### src/rtl/host_bus_port.sv
module host_bus_port #(
  parameter int AW   = 16,
  parameter int DW   = 16,
  parameter int LEN0 = 8,
  parameter int LEN1 = 11,
  parameter int LEN2 = 13,
  parameter int LEN3 = 17
) (
  input  logic          clk,
  input  logic          rst_n,
  input  logic [1:0]    div_sel,
  input  logic          cs_n,
  input  logic          wr_hi_n,
  input  logic          wr_lo_n,
  input  logic          oe_n,
  input  logic [AW-1:0] addr,
  input  logic [DW-1:0] data_in,
  output logic [DW-1:0] data_out,
  output logic          data_oe,
  output logic          ack_n,
  output logic          ack_oe,
  output logic [AW-1:0] rd_addr,
  input  logic [DW-1:0] rd_data,
  output logic          wr_valid,
  output logic [AW-1:0] wr_addr,
  output logic [DW-1:0] wr_data,
  output logic [1:0]    wr_be
);
  localparam int CW = $clog2(LEN3);
  localparam int LAT = 3;

  typedef enum logic [1:0] {S_IDLE, S_RUN, S_ACK, S_REL} st_t;

  st_t st;
  logic [3:0] s1, s2;
  logic cs_s, wh_s, wl_s, oe_s;
  logic [CW-1:0] cnt, load;
  logic is_wr, is_rd;
  logic [AW-1:0] addr_q;

  always_ff @(posedge clk or negedge rst_n)
    if (!rst_n) begin
      s1 <= '0;
      s2 <= '0;
    end else begin
      s1 <= ~{cs_n, wr_hi_n, wr_lo_n, oe_n};
      s2 <= s1;
    end

  assign {cs_s, wh_s, wl_s, oe_s} = s2;

  always_comb
    case (div_sel)
      2'd0:    load = CW'(LEN0 - LAT - 1);
      2'd1:    load = CW'(LEN1 - LAT - 1);
      2'd2:    load = CW'(LEN2 - LAT - 1);
      default: load = CW'(LEN3 - LAT - 1);
    endcase

  always_ff @(posedge clk or negedge rst_n)
    if (!rst_n) begin
      st       <= S_IDLE;
      cnt      <= '0;
      is_wr    <= 1'b0;
      is_rd    <= 1'b0;
      addr_q   <= '0;
      wr_data  <= '0;
      wr_be    <= '0;
      wr_valid <= 1'b0;
      data_out <= '0;
    end else begin
      wr_valid <= 1'b0;
      case (st)
        S_IDLE:
          if (cs_s) begin
            st      <= S_RUN;
            cnt     <= load;
            addr_q  <= addr;
            wr_data <= data_in;
            wr_be   <= {wh_s, wl_s};
            is_wr   <= wh_s | wl_s;
            is_rd   <= oe_s & ~(wh_s | wl_s);
          end
        S_RUN: begin
          data_out <= rd_data;
          if (!cs_s)
            st <= S_REL;
          else if (cnt == '0) begin
            st       <= S_ACK;
            wr_valid <= is_wr;
          end else
            cnt <= cnt - 1'b1;
        end
        S_ACK:
          if (!cs_s) st <= S_REL;
        default:
          st <= S_IDLE;
      endcase
    end

  assign ack_oe  = (st != S_IDLE);
  assign ack_n   = (st != S_ACK);
  assign data_oe = is_rd && (st == S_RUN || st == S_ACK);
  assign rd_addr = addr_q;
  assign wr_addr = addr_q;

  a_r5_wr_single: assert property (@(posedge clk) disable iff (!rst_n)
    wr_valid |=> !wr_valid);
  a_r5_wr_at_ack: assert property (@(posedge clk) disable iff (!rst_n)
    wr_valid |-> $fell(ack_n));
  a_r4_high_before_release: assert property (@(posedge clk) disable iff (!rst_n)
    $fell(ack_oe) |-> $past(ack_n));
  a_r3_ack_while_driven: assert property (@(posedge clk) disable iff (!rst_n)
    $fell(ack_n) |-> $past(ack_oe));
  a_r6_read_hold: assert property (@(posedge clk) disable iff (!rst_n)
    (!ack_n && $past(!ack_n)) |-> $stable(data_out));
  a_r6_drive_before_ack: assert property (@(posedge clk) disable iff (!rst_n)
    $rose(data_oe) |-> (ack_n && ack_oe));
  a_r7_no_drive_on_write: assert property (@(posedge clk) disable iff (!rst_n)
    wr_valid |-> !data_oe);
endmodule

### config.mk
export PLATFORM = sky130hd
export DESIGN_NAME = host_bus_port
export DESIGN_NICKNAME = d
export VERILOG_FILES = /design/src/rtl/host_bus_port.sv
export SDC_FILE = /design/constraint.sdc
export NUM_CORES = 1
export LEC_CHECK = 0
export ABC_AREA = 1
export BUFFER_PORTS_ARGS = -buffer_cell sky130_fd_sc_hd__buf_2
export CORE_MARGIN = 2
export CORE_UTILIZATION = 50
export CTS_CLUSTER_SIZE = 30
export DETAILED_ROUTE_END_ITERATION = 10
export HOLD_SLACK_MARGIN = 0.12
export PLACE_DENSITY = 0.83
export SETUP_SLACK_MARGIN = 0.15
export SYNTH_ARGS = -nofsm -noshare
export SYNTH_HDL_FRONTEND = slang
export SYNTH_SLANG_ARGS = --single-unit
### constraint.sdc
create_clock -name clk -period 2 [get_ports clk]
set_input_delay 0 -clock clk [delete_from_list [all_inputs] [get_ports clk]]
set_output_delay 0 -clock clk [all_outputs]
set_load 0.02 [all_outputs]
==> results.cfg <==
[cells_and_area]
final_common_cell = nand2_1
drive_gt1_share_pct = 32.4
diodes = 0
layout_common_cells = nand2_1, buf_2, dfrtp_1
nets = 554
areaGrowthSynthToFinish_pct = 44.4
utilization_pct = 75.5

[global_route]
grt_max_degree = 39
track_usage_pct = 24.7
grt_pass1_vias = 2606
grt_pass1_wl_um = 12000
antenna_found_initial = 0
grt_overflow = 0

[floorplanning]
initial_utilization_pct = 52.3
num_io_pins = 126
die_h_um = 80.4
dieArea_sq_mm = 0.00646
chipWidth_um = 80.4
rows = 27
core_sq_mm = 0.00557

[synthesis]
yosysWarnings = 0
synthTopCellsByArea = dfrtp_1, nand2_1, buf_4
synth-seq-area-share_pct = 58.4
synth_area_sq_mm = 0.00292
yosys.area.top_type = dfrtp_1
yosysUniqueCellTypes = 20
synth_seq_cells = 68
synth_nets = 386
synth_top_area_share_pct = 58.4
synthCells = 325
synth.avg_cell_area_sq_um = 8.97

[critical_path]
cp.required_ps = 2270
cp_num_buf_inv = 2
crit_slowest_cell = dfrtp_1
cp_max_fo = 36
crit_type = flip-flop to flip-flop
startpoint_type = flip-flop
ff2ff_setup_slack_ps = 490
crit_family = simple AND/OR/NAND/NOR gates
arrival_ps = 1780
critPathMaxStageDelay_ps = 420
crit_path_cell_trace = inv_1 -> ha_1 -> nand2_2 -> inv_4 -> nand2_4 -> nand2_2 -> nand2_1 -> nand2_1
cp-end-kind = flip-flop

[routing]
route.vias.total = 2689
vias_per_cell = 4.73
drcViolationCount = 0
drt_iter0_drc = 130
dr.pass1.iters = 4
antenna_left = 0
drt_wl_total_um = 7480
wl_per_cell_um = 13.1

[timing]
max_freq_mhz = 660
tns_ps = 0
worstMarginPinSlew_ps = 702
slew_headroom_pct = 53.2
layout_min_cycle_time_ps = 1510
setup_viol = 0
hold_viol = 0
finalCritPeriodShare_pct = 75.7
skew_ps = 5.19
rsz0062_at_grt = no
slew_viol_final = 0

[power_and_ir_drop]
finalPower_mw = 6.73
power_density_mw_per_mm2 = 1600
p_leak_nw = 2.40
clockPowerShare_pct = 17.6
p_int_mw = 3.72
p_comb_share_pct = 47.3
p_switching_mw = 3.00
power_frac_seq_pct = 35.1
ir_drop_uv = 981
sw_frac_of_total_pct = 44.6

[clock_network]
ctsRootBufferMaster = clkbuf_8
h-tree-depth = 3
cts-resized-gates = 0
cts_sinks = 68
cts_tree = done
numCtsBuffers = 9
clock_path_buffers = 2
insertion_delay_ps = 330
clk_pin_slew_worst_paths_ps = 70

[run_status]
status = complete, no violations

[hold_path]
worstHoldPathType = input port to asynchronous set/reset pin

[placement]
dpl.hpwl_um = 4540
portBuffers = 125
routabilityCongestion = 0.856

[run]
timing.max_cap.violations = 0
[power groups by stage]
stage               Clock [mW]  Combinational (mW)  Sequential, mW
floorplan                    0                1.72            2.94
global placement             0                2.99            2.34
finish                    1.19                3.18            2.36
global route              1.28                3.50            2.43
CTS                       1.21                3.18            2.34
detailed placement           0                3.09            2.35
[per-layer routing]
layer / routed length [um] / GRT usage [%] / vias to the layer above
li1: - / - / 1302
met1: 2850 / 29.8 / 1253
met5: 0 / 0 / -
met3: 472 / 6.63 / 22
met2: 3910 / 41.3 / 112
met4: 239 / 11.4 / 0
[sequential cells by signal, indices dropped and copies added (netlist names)]
| name | count |
|---|---|
| is_rd | 1 |
| rd_addr | 16 |
| s1 | 4 |
| data_out | 16 |
| wr_data | 16 |
| wr_valid | 1 |
| is_wr | 1 |
| st | 2 |
| s2 | 4 |
| wr_be | 2 |
| cnt | 5 |
[Yosys cell counts, drive strengths merged]
cell type  instances
a21oi              2
buf               27
dfrtp             68
ha                 5
inv               17
nand2            179
nand3             14
nand4              1
nor2               5
o21ai              6
xnor2              1
[layout make-up]
type	instances	area (sq um)
multi-input cells	213	928
clock buffers	10	128
inverters	17	66.3
well taps	72	90.1
repair buffers	184	1220
fillers	369	1360
flip-flops and latches	68	1700
clock inverters	5	77.6
[per-stage QoR]
step	cell area, sq um	hold WS, ps	cells	setup WS [ps]
global placement	3450	87.2	499	571
CTS	4210	269	569	476
finish	4210	275	569	485
floorplan	2920	-296	325	791
global route	4210	325	569	347
detailed placement	3450	91.1	499	506
[final timing paths]
kind                          endpoint   from  depth (start not counted)
max reg2reg                     cnt[0]  st[0]                          8
min reg2reg                      s2[2]  s1[2]                          0
max in group asynchronous        s2[0]  rst_n                          3
min in group clk                 s1[3]   cs_n                          3
min                        rd_addr[10]  rst_n                          2
max                             cnt[0]  st[0]                          8
[kinds of logic after synthesis]
kind of cell | after synthesis | synth area share (%)
AOI/OAI and AO/OA | 8 | 1.37
xor gates and xnor gates | 1 | 0.300
and+or+nand+nor | 199 | 28.0
buffers and inverters | 44 | 9.78
adders and majority gates | 5 | 2.15
DFF | 68 | 58.4
[what timing repair did]
item                                   4_1_cts  5_1_grt
endpoints found under the hold margin       86        0
buffers inserted                             0        0
hold buffers                                55        0
Power figures use the tool's default switching activity.
